--- src/rtl/sbm_pkg.sv ---
package sbm_pkg;

    typedef enum logic [1:0] {
        ST_IDLE  = 2'd0,
        ST_RD    = 2'd1,
        ST_WR    = 2'd2,
        ST_DESEL = 2'd3
    } sbm_state_e;

endpackage

--- src/rtl/sbm_fsm.sv ---
module sbm_fsm
    import sbm_pkg::*;
#(
    parameter int AW = 16,
    parameter int DW = 32,
    parameter int BW = 4
) (
    input  logic          clk,
    input  logic          rst_n,
    input  logic          cfg_fifo_mode,
    input  logic          req_valid,
    input  logic          req_write,
    input  logic          req_last,
    input  logic [AW-1:0] req_addr,
    input  logic [BW-1:0] req_be,
    input  logic [DW-1:0] req_wdata,
    input  logic          hold_rd,
    input  logic          hold_wr,
    output logic          req_ready,
    output logic          cmd_vld,
    output logic          cmd_wr,
    output logic [AW-1:0] cmd_addr,
    output logic [BW-1:0] cmd_be,
    output logic [DW-1:0] cmd_wdata
);

    sbm_state_e st_q, st_nx;
    logic       dir_ok;
    logic       take;

    // next state and acceptance
    always_comb begin
        st_nx  = st_q;
        dir_ok = 1'b1;
        unique case (st_q)
            ST_IDLE:  dir_ok = 1'b1;
            ST_RD:    dir_ok = cfg_fifo_mode || !req_write;
            ST_WR:    dir_ok = cfg_fifo_mode || req_write;
            ST_DESEL: dir_ok = 1'b0;
        endcase
        req_ready = dir_ok && !(req_write ? hold_wr : hold_rd);
        take      = req_valid && req_ready;
        if (st_q == ST_DESEL) begin
            st_nx = ST_IDLE;                                   // release
        end else if (take) begin
            if (req_last)
                st_nx = cfg_fifo_mode ? ST_IDLE : ST_DESEL;    // end
            else
                st_nx = req_write ? ST_WR : ST_RD;             // start / continue / switch
        end else if (req_valid && !dir_ok) begin
            st_nx = ST_IDLE;                                   // turnaround
        end
    end

    // state register
    always_ff @(posedge clk or negedge rst_n) begin
        if (!rst_n) st_q <= ST_IDLE;
        else        st_q <= st_nx;
    end

    // registered command outputs
    always_ff @(posedge clk or negedge rst_n) begin
        if (!rst_n) begin
            cmd_vld   <= 1'b0;
            cmd_wr    <= 1'b0;
            cmd_addr  <= '0;
            cmd_be    <= '0;
            cmd_wdata <= '0;
        end else begin
            cmd_vld <= take;
            cmd_wr  <= take && req_write;
            if (take) begin
                cmd_addr  <= req_addr;
                cmd_be    <= req_be;
                cmd_wdata <= req_wdata;
            end
        end
    end

endmodule

--- src/rtl/sbm_rd_pipe.sv ---
module sbm_rd_pipe #(
    parameter int DW      = 32,
    parameter int MAX_LAT = 3,
    localparam int LW     = $clog2(MAX_LAT + 1)
) (
    input  logic             clk,
    input  logic             rst_n,
    input  logic [LW-1:0]    lat,
    input  logic             cmd_rd,
    input  logic [DW-1:0]    dq_i,
    output logic             win,
    output logic [MAX_LAT:0] taps,
    output logic             rd_valid,
    output logic [DW-1:0]    rd_data
);

    logic [MAX_LAT:1] dly_q;

    always_ff @(posedge clk or negedge rst_n) begin
        if (!rst_n) begin
            dly_q <= '0;
        end else begin
            dly_q[1] <= cmd_rd;
            for (int i = 2; i <= MAX_LAT; i++) dly_q[i] <= dly_q[i-1];
        end
    end

    assign taps = {dly_q, cmd_rd};
    assign win  = taps[lat];

    always_ff @(posedge clk or negedge rst_n) begin
        if (!rst_n) begin
            rd_valid <= 1'b0;
            rd_data  <= '0;
        end else begin
            rd_valid <= win;
            if (win) rd_data <= dq_i;
        end
    end

endmodule

--- src/rtl/sbm_wr_pipe.sv ---
module sbm_wr_pipe #(
    parameter int DW      = 32,
    parameter int MAX_LAT = 3,
    localparam int LW     = $clog2(MAX_LAT + 1)
) (
    input  logic             clk,
    input  logic             rst_n,
    input  logic [LW-1:0]    lat,
    input  logic             cmd_wr,
    input  logic [DW-1:0]    wdata,
    output logic [MAX_LAT:0] taps,
    output logic             dq_oe,
    output logic [DW-1:0]    dq_o
);

    logic [MAX_LAT:1] vld_q;
    logic [DW-1:0]    dat_q [1:MAX_LAT];

    always_ff @(posedge clk or negedge rst_n) begin
        if (!rst_n) begin
            vld_q <= '0;
            for (int i = 1; i <= MAX_LAT; i++) dat_q[i] <= '0;
        end else begin
            vld_q[1] <= cmd_wr;
            dat_q[1] <= wdata;
            for (int i = 2; i <= MAX_LAT; i++) begin
                vld_q[i] <= vld_q[i-1];
                dat_q[i] <= dat_q[i-1];
            end
        end
    end

    assign taps  = {vld_q, cmd_wr};
    assign dq_oe = taps[lat];

    always_comb begin
        dq_o = wdata;
        for (int i = 1; i <= MAX_LAT; i++)
            if (lat == LW'(i)) dq_o = dat_q[i];
    end

endmodule

--- src/rtl/sbm_ctrl.sv ---
module sbm_ctrl
    import sbm_pkg::*;
#(
    parameter int AW       = 16,
    parameter int DW       = 32,
    parameter int MAX_LAT  = 3,
    localparam int BW      = DW / 8,
    localparam int LW      = $clog2(MAX_LAT + 1)
) (
    input  logic          clk,
    input  logic          rst_n,
    input  logic [LW-1:0] cfg_rd_lat,
    input  logic [LW-1:0] cfg_wr_lat,
    input  logic          cfg_ce_ext,
    input  logic          cfg_fifo_mode,
    input  logic          req_valid,
    output logic          req_ready,
    input  logic          req_write,
    input  logic          req_last,
    input  logic [AW-1:0] req_addr,
    input  logic [BW-1:0] req_be,
    input  logic [DW-1:0] req_wdata,
    output logic          rd_valid,
    output logic [DW-1:0] rd_data,
    output logic          mem_ce_n,
    output logic [BW-1:0] mem_be_n,
    output logic [AW-1:0] mem_addr,
    output logic          mem_ads_n,
    output logic          mem_oe_n,
    output logic          mem_we_n,
    output logic [DW-1:0] mem_dq_o,
    output logic          mem_dq_oe,
    input  logic [DW-1:0] mem_dq_i
);

    logic             cmd_vld, cmd_wr, cmd_rd;
    logic [AW-1:0]    cmd_addr;
    logic [BW-1:0]    cmd_be;
    logic [DW-1:0]    cmd_wdata;
    logic             rd_win;
    logic [MAX_LAT:0] rd_taps, wr_taps;
    logic             hold_rd, hold_wr;
    logic [LW-1:0]    gap_rw, gap_wr;

    // bus clash look-ahead: a new command lands one cycle after the pin cycle
    assign gap_rw  = cfg_rd_lat - cfg_wr_lat - LW'(1);
    assign gap_wr  = cfg_wr_lat - cfg_rd_lat - LW'(1);
    assign hold_wr = (cfg_rd_lat > cfg_wr_lat) && rd_taps[gap_rw];
    assign hold_rd = (cfg_wr_lat > cfg_rd_lat) && wr_taps[gap_wr];

    sbm_fsm #(.AW(AW), .DW(DW), .BW(BW)) u_fsm (
        .clk           (clk),
        .rst_n         (rst_n),
        .cfg_fifo_mode (cfg_fifo_mode),
        .req_valid     (req_valid),
        .req_write     (req_write),
        .req_last      (req_last),
        .req_addr      (req_addr),
        .req_be        (req_be),
        .req_wdata     (req_wdata),
        .hold_rd       (hold_rd),
        .hold_wr       (hold_wr),
        .req_ready     (req_ready),
        .cmd_vld       (cmd_vld),
        .cmd_wr        (cmd_wr),
        .cmd_addr      (cmd_addr),
        .cmd_be        (cmd_be),
        .cmd_wdata     (cmd_wdata)
    );

    assign cmd_rd = cmd_vld && !cmd_wr;

    sbm_rd_pipe #(.DW(DW), .MAX_LAT(MAX_LAT)) u_rd (
        .clk      (clk),
        .rst_n    (rst_n),
        .lat      (cfg_rd_lat),
        .cmd_rd   (cmd_rd),
        .dq_i     (mem_dq_i),
        .win      (rd_win),
        .taps     (rd_taps),
        .rd_valid (rd_valid),
        .rd_data  (rd_data)
    );

    sbm_wr_pipe #(.DW(DW), .MAX_LAT(MAX_LAT)) u_wr (
        .clk    (clk),
        .rst_n  (rst_n),
        .lat    (cfg_wr_lat),
        .cmd_wr (cmd_wr),
        .wdata  (cmd_wdata),
        .taps   (wr_taps),
        .dq_oe  (mem_dq_oe),
        .dq_o   (mem_dq_o)
    );

    assign mem_ce_n  = !(cmd_vld || (cfg_ce_ext && rd_win));
    assign mem_ads_n = !(cfg_fifo_mode ? cmd_rd : cmd_vld);
    assign mem_oe_n  = !rd_win;
    assign mem_we_n  = !cmd_wr;
    assign mem_be_n  = cmd_vld ? ~cmd_be : '1;
    assign mem_addr  = cmd_addr;

endmodule

--- config.mk ---
export PLATFORM = sky130hd
export DESIGN_NAME = sbm_ctrl
export DESIGN_NICKNAME = d
export VERILOG_FILES = /design/src/rtl/sbm_pkg.sv /design/src/rtl/sbm_fsm.sv /design/src/rtl/sbm_rd_pipe.sv /design/src/rtl/sbm_wr_pipe.sv /design/src/rtl/sbm_ctrl.sv
export SDC_FILE = /design/constraint.sdc
export NUM_CORES = 1
export LEC_CHECK = 0
export CAP_MARGIN = 30
export CORE_MARGIN = 3
export CORE_UTILIZATION = 48
export CTS_BUF_LIST = sky130_fd_sc_hd__clkbuf_16
export CTS_CLUSTER_SIZE = 20
export DETAILED_ROUTE_END_ITERATION = 12
export GPL_ROUTABILITY_DRIVEN = 0
export PLACE_DENSITY = 0.79
export SETUP_SLACK_MARGIN = 0.5
export SYNTH_ARGS = -nofsm -noshare
export SYNTH_HDL_FRONTEND = slang
export SYNTH_SLANG_ARGS = --single-unit
--- constraint.sdc ---
create_clock -name clk -period 2.7 [get_ports clk]
set_input_delay 0.27 -clock clk [delete_from_list [all_inputs] [get_ports clk]]
set_output_delay 0.27 -clock clk [all_outputs]
set_load 0.05 [all_outputs]
### Word level (Yosys, flattened, before mapping)

Cells that the tools add are included.

* add/subtract/negate cells: 4
* reductions and logical operators: 20
* order comparisons: 6
* multiplexer cells: 21
* equality and inequality tests: 6
* bitwise gates (word level): 1

Operators by type and width (count)
* 32-bit 2-to-1 mux: 3
* 2-bit by 3-bit < comparator with 1-bit output, second input constant: 4
* 2-bit 2-to-1 mux: 6
* 1-bit binary-select mux with 2-bit select: 4
* 2-bit == test, second input constant: 4
* 1-bit logical AND: 8
* 1-bit logical NOT: 7
* 1-bit 2-to-1 mux: 6
* 2-bit by 1-bit == test with 1-bit output, second input constant: 2
* 2-bit > comparator: 2
* 4-bit 2-to-1 mux: 1
* 4-bit NOT: 1
* 1-bit case mux with 4 select lines: 1
* 2-bit by 1-bit subtractor with 2-bit output, second input constant: 2
* 2-bit subtractor: 2
* 1-bit logical OR: 3
* 3-bit nonzero test: 1
* 2-bit logical NOT: 1

* output and inout bits: 91
* bits of input ports: 95
* bits in registers: 191

### Logic depth before layout (Yosys ltp)

Gate-level depths: netlist of the first run.

* depth in word-level cells: 11
* mapped depth: 12
* mapped depth without buffers: 8

### Hierarchy

Synthesis of the first run repeated with hierarchy kept, for this count alone.

* cell total of the unflattened synthesis: 375
* area, all modules: 7185.6 um^2

By module, submodules not included
* sbm_wr_pipe: times used 1, area an instance 3329.4 um^2, cells an instance 141
* sbm_fsm: times used 1, area an instance 2223.4 um^2, cells an instance 134
* sbm_rd_pipe: times used 1, area an instance 1433.9 um^2, cells an instance 73
* sbm_ctrl: times used 1, area an instance 198.9 um^2, cells an instance 27

### Worst setup path after synthesis of the first run

Ideal clock, no wire load.

* kind: input to register
* start: input cfg_wr_lat[0]
* end: register u_fsm.cmd_wr
* arrival time: 3.005 ns
* setup time: 0.069 ns
* stages on the path: 9
* buffers on the path: 2
* setup slack: -0.374 ns
* cell sequence: clkbuf_1 -> buf_2 -> inv_1 -> ha_1 -> fa_1 -> a211o_1 -> a22o_1 -> nor2_1 -> and3_1

* cells in the longest elaborated chain, start to end: 10
* elaborated cells between the ends (all ways): 17
* classes of those cells: add/sub: 4; order compare: 2; mux: 5; reduce/logical: 6

RTL lines
* from (decl): RTL line sbm_ctrl.sv:13 `input logic [LW-1:0] cfg_wr_lat,`
* 2-bit subtractor (on tied branches): RTL line sbm_ctrl.sv:47, sbm_ctrl.sv:46
* 2-bit by 1-bit subtractor with 2-bit output (on tied branches): RTL line sbm_ctrl.sv:47, sbm_ctrl.sv:46
* 1-bit binary-select mux with 2-bit select (on tied branches): RTL line sbm_ctrl.sv:49, sbm_ctrl.sv:48
* 1-bit 2-to-1 mux (on tied branches): RTL line sbm_ctrl.sv:49, sbm_ctrl.sv:48
* 1-bit logical AND (on tied branches): RTL line sbm_ctrl.sv:49, sbm_ctrl.sv:48
* 1-bit 2-to-1 mux *: RTL line sbm_fsm.sv:41 `req_ready = dir_ok && !(req_write ? hold_wr : hold_rd);`
* 1-bit logical NOT *: RTL line sbm_fsm.sv:41
* 1-bit logical AND *: RTL line sbm_fsm.sv:41
* named net req_ready: RTL line sbm_ctrl.sv:17 `output logic req_ready,`
* 1-bit logical AND *: RTL line sbm_fsm.sv:42 `take = req_valid && req_ready;`
* 1-bit logical AND *: RTL line sbm_fsm.sv:71 `cmd_wr <= take && req_write;`
* to (signal assigned): RTL line sbm_fsm.sv:71
* to (decl): RTL line sbm_fsm.sv:21 `output logic cmd_wr,`

Mark *: on every way through the listed nets, which the timed path passes. The rest lies on a longest branch. The select of a mux whose other input is x is not followed.
A chain may end at the register's enable or synchronous reset.

### Worst setup path in the final report of the first run

* start: input cfg_wr_lat[0]
* end: register u_fsm.cmd_wdata[26]

* cells in the longest elaborated chain, start to end: 9
* elaborated cells between the ends (all ways): 16
* classes of those cells: add/sub: 4; order compare: 2; mux: 5; reduce/logical: 5

RTL lines
* 2-bit subtractor (on tied branches): RTL line sbm_ctrl.sv:47, sbm_ctrl.sv:46
* 2-bit by 1-bit subtractor with 2-bit output (on tied branches): RTL line sbm_ctrl.sv:47, sbm_ctrl.sv:46
* 1-bit binary-select mux with 2-bit select (on tied branches): RTL line sbm_ctrl.sv:49, sbm_ctrl.sv:48
* 1-bit 2-to-1 mux (on tied branches): RTL line sbm_ctrl.sv:49, sbm_ctrl.sv:48
* 1-bit logical AND (on tied branches): RTL line sbm_ctrl.sv:49, sbm_ctrl.sv:48
* 1-bit 2-to-1 mux *: RTL line sbm_fsm.sv:41
* 1-bit logical NOT *: RTL line sbm_fsm.sv:41
* 1-bit logical AND *: RTL line sbm_fsm.sv:41
* 1-bit logical AND *: RTL line sbm_fsm.sv:42
* to (signal assigned): RTL line sbm_fsm.sv:75 `cmd_wdata <= req_wdata;`
* to (decl): RTL line sbm_fsm.sv:24 `output logic [DW-1:0] cmd_wdata`

Mark *: on every way between the ends. The rest lies on a longest branch, timed or not. The select of a mux whose other input is x is not followed.

==> results of run 1 <==
==> power breakdown <==
part / internal (mW) / switching [mW]
combinational: 2.82 / 3.78
clock: 1.74 / 1.07
sequential: 4.30 / 0.828
total: 8.86 / 5.68
==> routing by layer <==
metal | vias up | share of wire | GRT usage
li1 | 1793 | - | -
met1 | 2167 | 0.41 | 0.269
met2 | 157 | 0.52 | 0.351
met3 | 19 | 0.058 | 0.0598
met4 | 0 | 0.015 | 0.0656
met5 | - | 0 | 0
==> worst max path at each step <==
| stage | from | to | slack, ns | cells after the start |
|---|---|---|---|---|
| after floorplan | cfg_wr_lat[0] | u_fsm.cmd_addr[12] | 0.12 | 11 |
| after global placement | cfg_rd_lat[0] | u_fsm.cmd_wdata[18] | -0.22 | 8 |
| after detailed placement | cfg_rd_lat[0] | u_fsm.cmd_wdata[31] | -0.27 | 9 |
| after CTS | cfg_rd_lat[0] | req_ready | 0.41 | 8 |
| after global routing | cfg_wr_lat[0] | u_fsm.cmd_wdata[26] | 0.43 | 11 |
| final | cfg_wr_lat[0] | u_fsm.cmd_wdata[26] | 0.47 | 11 |
==> placed cells by master, fill, tap and decap left out, drive strengths merged, types with 2 or more instances in the layout <==
cell           synthesis  routed
nor3b                  2       2
a21oi                  3       3
inv                    8      10
ha                     5       5
dlymetal6s2s           0       5
dlygate4sd2            0       4
mux2i                  6       6
o21ai                  2       2
clkinv                 0       6
clkdlybuf4s50          0     139
clkbuf                 5      18
bufinv                 0       6
dfrtp                191     191
mux2                  84      84
nand2                 10      10
mux4                  34      34
buf                   14      68
nor2                   2       2
==> final cells by class <==
class | instances | area, um2
clock inverters | 15 | 241
repair buffers | 218 | 2250
fillers | 849 | 3840
flip-flops and latches | 191 | 4780
clock buffers | 17 | 425
multi-input cells | 158 | 2240
well taps | 180 | 225
inverters | 8 | 32.5
==> critical path: stages <==
cell and delay, ns:
buf_8 0.08, inv_4 0.03, ha_4 0.14, fa_1 0.50, a211o_1 0.29, a22o_4 0.24, nor3b_4 0.24, buf_6 0.16
buf_12 0.13, buf_12 0.14, mux2_4 0.30
==> registers in the layout, summed over array words and instances (netlist names) <==
register and count:
u_fsm.cmd_addr 16, u_fsm.cmd_be 4, u_fsm.cmd_vld 1, u_fsm.cmd_wdata 32, u_fsm.cmd_wr 1, u_fsm.st_q 2
u_rd.dly_q 3, u_rd.rd_data 32, u_rd.rd_valid 1, u_wr.dat_q 96, u_wr.vld_q 3
==> kinds of logic (layout without fill, tap and decap cells) <==
group	Yosys count	after routing
XOR/XNOR	2	2
AND/OR/NAND/NOR	17	17
flip-flops	191	191
buffers and inverters	27	258
adder cells (fa/ha/maj)	6	6
AO/OA/AOI/OAI	9	9
multiplexers	124	124
==> per-stage QoR <==
stage / instances / setup TNS [ns] / util / hold slack (ns) / worst slack (ns)
after global routing: 787 / 0 / 0.726 / 0.376 / 0.428
after floorplan: 376 / 0 / - / -0.0256 / 0.119
after global placement: 738 / -10.76 / 0.648 / 0.309 / -0.223
final: 787 / 0 / 0.726 / 0.372 / 0.472
after CTS: 782 / 0 / 0.714 / 0.369 / 0.412
after detailed placement: 738 / -13.09 / 0.648 / 0.331 / -0.271
==> repair_timing <==
action                                 CTS  global route
resized for setup                       31            32
pin swaps                                4             6
endpoints found under the hold margin   70             0
setup endpoints to repair               60            54
cloned                                   4             1
setup buffers                            7             4
hold buffers                             1             0
==> metrics.cfg, run 1 <==
[outcome]
status = finished clean

[timing]
fin_crit_sh = 0.825
rsz0062_at_grt = true
slew_violations = 0
min_period_ns = 2.23
worstMarginPinSlew_ns = 0.671
setup_viol = 0
max_freq_mhz = 449
timing.slew.headroom = 0.553
hold_viol = 0
clock_skew_ns = 0.0120

[power]
totalPowerFinal_mw = 14.5
ir_drop_uv = 797
cellPowerDensity_nw_per_um2 = 1430
p_leak_nw = 4.51

[worst_hold_path]
hp-class = flip-flop to flip-flop
hp-start = u_wr.dat_q[55]
holdPathEnd = u_wr.dat_q[23]
holdPathStages = 0

[critical_path]
critPathArrivalTime_ns = 2.53
timing.rr.start = u_fsm.cmd_vld
required_ns = 3.00
reg2reg_to = u_fsm.cmd_wdata[26]
r2r_slack_ns = 0.56
reg2reg_depth = 8
worst-setup-path-type = input pin to flip-flop
worstPathMaxFanout = 7
critPathLaunchType = input pin
cp-end-kind = flip-flop

[grt]
overflow = 0
grt_pass1_vias = 4649
grt_pass1_wl_um = 25500
grt_max_degree = 74
grt_use_total = 0.210
antenna_found_initial = 0

[flow_run]
drv_cap = 0

[cts]
clock_latency_ns = 0.43
numCtsBuffers = 17
cts.path.max_buffers = 2
clk_pin_slew_ns = 0.06
cts-root-buf = clkbuf_16
h-tree-depth = 4
clock-sinks = 191
cts_tree = built

[synthesis]
yosys_warnings = 0
synth_cells = 376
synth-simple-area-share = 0.0124
synthMuxAreaShare = 0.255
synth_fa_ha_area_frac = 0.0119
synth_xor_area_frac = 0.00252
synth_most_common_cell = dfrtp_1
synth.distinct_cells = 27
synth_edf_count = 0
ys_ff_latch = 191
synth_top_area_frac = 0.688
synth_commonest_cells = dfrtp_1 (191), mux2_1 (84), mux4_2 (34), nand2_1 (10), buf_2 (8)
synth_top_cell_by_area = dfrtp_1
syn_area_um2 = 6950
synthTopCellsByArea = dfrtp_1 (69%), mux2_1 (14%), mux4_2 (11%)
synth-compound-area-share = 0.00828
syn_avg_cell_area_um2 = 18.5
async_flop_share = 1.00
synth_fp_nets = 477
ys.flop_type = dfrtp_1
ys_seq_area_frac = 0.688
synth_top_family_by_area = multiplexers

[drt]
wl_per_cell_um = 20.4
drcViolationCount = 0
ant_nets = 0
drt-initial-drc-count = 207
via_per_inst = 5.26
dr.pass1.iters = 4
wirelength_um = 16100
vias = 4136

[cells_and_area]
drive_above_1_share = 0.313
area_growth_pct = 46.8
fin_nets = 695
n_antenna_cell = 0
finalInstanceArea_um2 = 10200

[die]
core.rowCount = 43
fp.dieW_um = 126
die_y_um = 126
dieArea_um2 = 16000
start_util = 0.495
pin_count = 186
core_area_um2 = 14000

[placed_design]
post-dp-hpwl_um = 10300
portBuffers = 185
place_area_um2 = 9100

No activity file was read; power rests on OpenSTA's default activity.
==> run 2: changes to the inputs <==
Clock period 2.7 ns to 2.3 ns, I/O delays scaled along.
==> run 2 against run 1 <==
Net effect:
- first-iteration DRC count decreased by 31%
- total power increased by 17%
- routed wire length decreased by 1.5%
- count of clock-buffer cells in the layout unchanged
- combinational power increased by 24%
- final cell count increased by 1.4%
- clock skew decreased by 0.0024 ns
- critical path depth decreased by 2
- hold slack got worse by 0.028 ns
- sequential share of layout area decreased by 0.97 points
- register-to-register slack got worse by 0.51 ns
==> metrics.cfg, run 2 (synthesis gave the netlist of run 1 again) <==
[worst_hold_path]
hp-class = input pin to asynchronous set/reset pin

[timing]
max_freq_mhz = 444
timing.slew.headroom = 0.653
worstMarginPinSlew_ns = 0.522
rsz0062_at_grt = true
timing.final.ws_setup_ns = 0.0495
final.setup.tns_ns = 0
hold_viol = 0
fin_crit_sh = 0.978
slew_violations = 0
clock_skew_ns = 0.00965
min_period_ns = 2.25
setup_viol = 0

[critical_path]
r2r_slack_ns = 0.05
timing.rr.start = u_fsm.cmd_vld
reg2reg_depth = 9
crit_path_cell_trace = buf_6, nor3b_1, a211o_1, a22o_1, nor3b_4, buf_12, buf_12, buf_16, mux2_4
cp-startpoint = u_fsm.cmd_vld
slowest_stage = dfrtp_2
cp-end-kind = flip-flop
critPathLaunchType = flip-flop
crit_path_max_incr_delay_ns = 0.41
critPathArrivalTime_ns = 2.56
worstPathMaxFanout = 6
cp_common_cell = buf_12
required_ns = 2.61
reg2reg_to = u_fsm.cmd_wdata[11]
worst-setup-path-type = flip-flop to flip-flop

[drt]
wl_per_cell_um = 19.9
drt-initial-drc-count = 143
vias = 4141
dr.pass1.iters = 4
via_per_inst = 5.19
drcViolationCount = 0
wirelength_um = 15900
ant_nets = 0

[flow_run]
drv_cap = 0

[outcome]
status = finished clean

[placed_design]
post-dp-hpwl_um = 10000
portBuffers = 185
pre_cts_slack_ns = -0.605
place_area_um2 = 9250

[cells_and_area]
fin_nets = 706
final_common_cell = dfrtp_1
drive_above_1_share = 0.380
fill_cells = 854
n_antenna_cell = 0
largest_reg_flops = 96
finalInstanceArea_um2 = 10400
layout_common_cells = dfrtp_1 (189), clkdlybuf4s50_1 (89), mux2_4 (68)
top_register = u_wr.dat_q
top_regs = u_wr.dat_q (96), u_fsm.cmd_wdata (32), u_rd.rd_data (32)
area_growth_pct = 49.9

[cts]
clock_latency_ns = 0.42
numCtsBuffers = 17
cts-root-buf = clkbuf_16
clk_pin_slew_ns = 0.07
clock-sinks = 191
cts_tree = built
cts.path.max_buffers = 2
h-tree-depth = 4

[die]
pin_count = 186
dieArea_um2 = 16000
start_util = 0.495
fp.dieW_um = 126
core.rowCount = 43
die_y_um = 126
core_area_um2 = 14000

[grt]
grt_use_total = 0.209
grt_pass1_wl_um = 25900
antenna_found_initial = 0
grt_max_degree = 65
grt_pass1_vias = 4713
overflow = 0

[power]
totalPowerFinal_mw = 17.1
cellPowerDensity_nw_per_um2 = 1640
p_leak_nw = 4.73
ir_drop_uv = 1080

[run 2: cell types whose count changed in the layout (fill, tap and decap cells not counted), sizes merged]
cell	change
buf	+17
bufbuf	+1
bufinv	-5
clkbuf	+2
clkdlybuf4s50	-50
clkinv	-1
clkinvlp	+2
dlygate4sd2	+46
dlymetal6s2s	-5
inv	+4
[run 2: worst max-delay path, delay by kind of cell (launching register included)]
kind                   cells  cell delay, ns
AOI/OAI and AO/OA          2            0.48
buffers and inverters      4            0.54
DFF                        1            0.41
and+or+nand+nor            2            0.40
muxes                      1            0.30
[run 2: layout make-up]
type	count	area (um2)	area share
multi-input combinational	158	2340	0.224
tap	180	225	0.0216
clock buffer	17	425	0.0408
timing repair buffer	229	2450	0.235
sequential	191	4780	0.459
inverter	8	45.0	0.00432
clock inverter	15	151	0.0145
[run 2: worst max path at each step]
| stage | end | slack [ns] | depth (start not counted) |
|---|---|---|---|
| after detailed placement | u_fsm.cmd_addr[0] | -0.61 | 10 |
| after floorplan | u_fsm.cmd_addr[12] | -0.24 | 11 |
| after global placement | u_fsm.cmd_addr[0] | -0.54 | 9 |
| final | u_fsm.cmd_wdata[11] | 0.05 | 9 |
| after global routing | mem_ce_n | -0.007 | 6 |
| after CTS | mem_ce_n | 0.006 | 6 |
[run 2: stage by stage]
| step | hold WS (ns) | util | cells |
|---|---|---|---|
| final | 0.344 | 0.742 | 798 |
| after global routing | 0.353 | 0.742 | 798 |
| after detailed placement | 0.250 | 0.659 | 740 |
| after floorplan | -0.0656 | - | 376 |
| after global placement | 0.238 | 0.659 | 740 |
| after CTS | 0.350 | 0.735 | 795 |
[run 2: timing repair]
item | in CTS | in global routing
hold endpoints to repair | 61 | 0
gates resized for setup | 128 | 38
setup endpoints to repair | 178 | 128
hold buffers | 1 | 0
gates cloned | 6 | 0
buffers inserted | 16 | 3
pin swaps | 3 | 5
[run 2: where the power goes]
group	internal, mW	switching (mW)	leakage [nW]
clock	1.53	1.35	0.278
sequential	5.05	0.948	2.24
combinational	3.64	4.57	2.21
total	10.2	6.86	4.73
[run 2: routing by layer]
metal	GRT usage	wire [um]
met5	0	0
met4	0.0593	206
met3	0.0691	949
met2	0.341	8110
met1	0.273	6580
==> run 3: changes to the inputs <==
Clock period 2.3 ns to 2.25 ns, I/O delays scaled along.
==> run 3 against run 2 <==
Net effect:
- final cell count grew 2.0%
- setup slack lost 0.046 ns
- combinational power grew 7.9%
- largest power group unchanged
- total power grew 3.6%
- routed wire length grew 6.4%
- die area is the same
- sequential share of layout area shrank 0.62 points
- sequential cell count is the same
- register-to-register slack lost 0.03 ns
- via count grew 1.4%
- hold slack lost 0.043 ns
- clock power shrank 5%
==> metrics.cfg, run 3 (synthesis gave the netlist of run 1 again) <==
[placed_design]
post-dp-hpwl_um = 10400
portBuffers = 185
pre_cts_slack_ns = -0.689

[die]
start_util = 0.495
pin_count = 186
fp.dieW_um = 126
dieArea_um2 = 16000
core_area_um2 = 14000
die_y_um = 126
core.rowCount = 43

[cells_and_area]
area_growth_pct = 51.9
fill_cells = 834
drive_above_1_share = 0.383
fin_nets = 722
largest_reg_flops = 96
top_register = u_wr.dat_q
n_antenna_cell = 0
top_regs = u_wr.dat_q (96), u_fsm.cmd_wdata (32), u_rd.rd_data (32)
final_common_cell = dfrtp_1
layout_common_cells = dfrtp_1 (190), clkdlybuf4s50_1 (89), mux2_4 (70)

[drt]
drt-initial-drc-count = 224
wl_per_cell_um = 20.7
dr.pass1.iters = 5
wirelength_um = 16900
vias = 4197
via_per_inst = 5.16
ant_nets = 0
drcViolationCount = 0

[cts]
cts-root-buf = clkbuf_16
cts.path.max_buffers = 2
clock-sinks = 191
numCtsBuffers = 17
clock_latency_ns = 0.42
cts_tree = built
clk_pin_slew_ns = 0.06
h-tree-depth = 4

[timing]
worstMarginPinSlew_ns = 0.530
hold_viol = 0
rsz0062_at_grt = true
slew_violations = 0
timing.slew.headroom = 0.648
min_period_ns = 2.25
timing.final.ws_setup_ns = 0.00372
max_freq_mhz = 445
final.setup.tns_ns = 0
fin_crit_sh = 0.998
clock_skew_ns = 0.00828
setup_viol = 0

[outcome]
status = finished clean

[critical_path]
slowest_stage = fa_1
critPathArrivalTime_ns = 2.55
required_ns = 2.55
crit_path_max_incr_delay_ns = 0.49
critPathLaunchType = input pin
crit_path_cell_trace = buf_2, inv_4, ha_4, fa_1, a211o_1, a22o_1, nor3b_4, buf_6, buf_12, buf_16, mux2_4
cp-end-kind = flip-flop
worst-setup-path-type = input pin to flip-flop
worstPathMaxFanout = 6

[grt]
grt_pass1_vias = 4853
grt_use_total = 0.217
overflow = 0
antenna_found_initial = 0
grt_pass1_wl_um = 26800
grt_max_degree = 59

[power]
ir_drop_uv = 1090
p_leak_nw = 4.83
totalPowerFinal_mw = 17.7
cellPowerDensity_nw_per_um2 = 1680

[worst_hold_path]
hp-class = input pin to asynchronous set/reset pin

[flow_run]
drv_cap = 0

## run 3: critical path, delay by kind of cell
kind,cells,cell delay (ns)
muxes,1,0.30
buffers and inverters,5,0.60
AOI/OAI and AO/OA,2,0.53
adders and majority gates,2,0.64
and+or+nand+nor,1,0.25
## run 3: area by class of cell
type / instances / area [um2] / share of cell area
clock inverters: 15 / 106 / 0.0101
repair buffers: 245 / 2630 / 0.249
flip-flops and latches: 191 / 4780 / 0.453
inverters: 8 / 45.0 / 0.00427
clock buffers: 17 / 425 / 0.0403
multi-input cells: 158 / 2340 / 0.222
well taps: 180 / 225 / 0.0213
## run 3: routing by layer
| metal | share of wire | up-vias | track usage |
|---|---|---|---|
| met3 | 0.049 | 22 | 0.0657 |
| met5 | 0 | - | 0 |
| met2 | 0.51 | 127 | 0.355 |
| li1 | - | 1833 | - |
| met4 | 0.021 | 0 | 0.0694 |
| met1 | 0.41 | 2215 | 0.282 |
## run 3: path summary, 6_finish.rpt
check | cells after the start | slack, ns | end | start
worst max-delay path | 11 | 0.004 | u_fsm.cmd_wdata[24] | cfg_wr_lat[0]
worst min-delay path | 2 | 0.30 | u_rd.rd_data[29] | rst_n
worst max register to register | 9 | 0.02 | u_fsm.cmd_wdata[24] | u_fsm.cmd_vld
worst min register to register | 0 | 0.37 | u_wr.dat_q[20] | u_wr.dat_q[52]
max in group asynchronous | 3 | 1.15 | u_rd.rd_data[5] | rst_n
min in group clk | 0 | 0.37 | u_wr.dat_q[20] | u_wr.dat_q[52]
## run 3: metrics by stage
step / utilization / std cells / cell area [um2] / hold WS (ns)
2_1_floorplan: - / 376 / 7140 / -0.0706
3_3_place_gp: 0.655 / 740 / 9200 / 0.167
3_5_place_dp: 0.655 / 740 / 9200 / 0.179
4_1_cts: 0.725 / 793 / 10200 / 0.315
5_1_grt: 0.752 / 814 / 10600 / 0.315
6_report: 0.752 / 814 / 10600 / 0.300
## run 3: power by group
group	switching (mW)	internal (mW)	total (mW)	leakage [nW]
clock	1.24	1.50	2.74	0.269
sequential	0.939	5.16	6.10	2.24
combinational	4.83	4.02	8.85	2.31
## run 3: timing repair
action / CTS / global route
hold endpoints to repair: 43 / 0
cloned: 4 / 2
hold buffers: 1 / 0
pin swaps: 4 / 4
setup endpoints to repair: 177 / 120
gates resized for setup: 147 / 47
setup buffers: 16 / 19
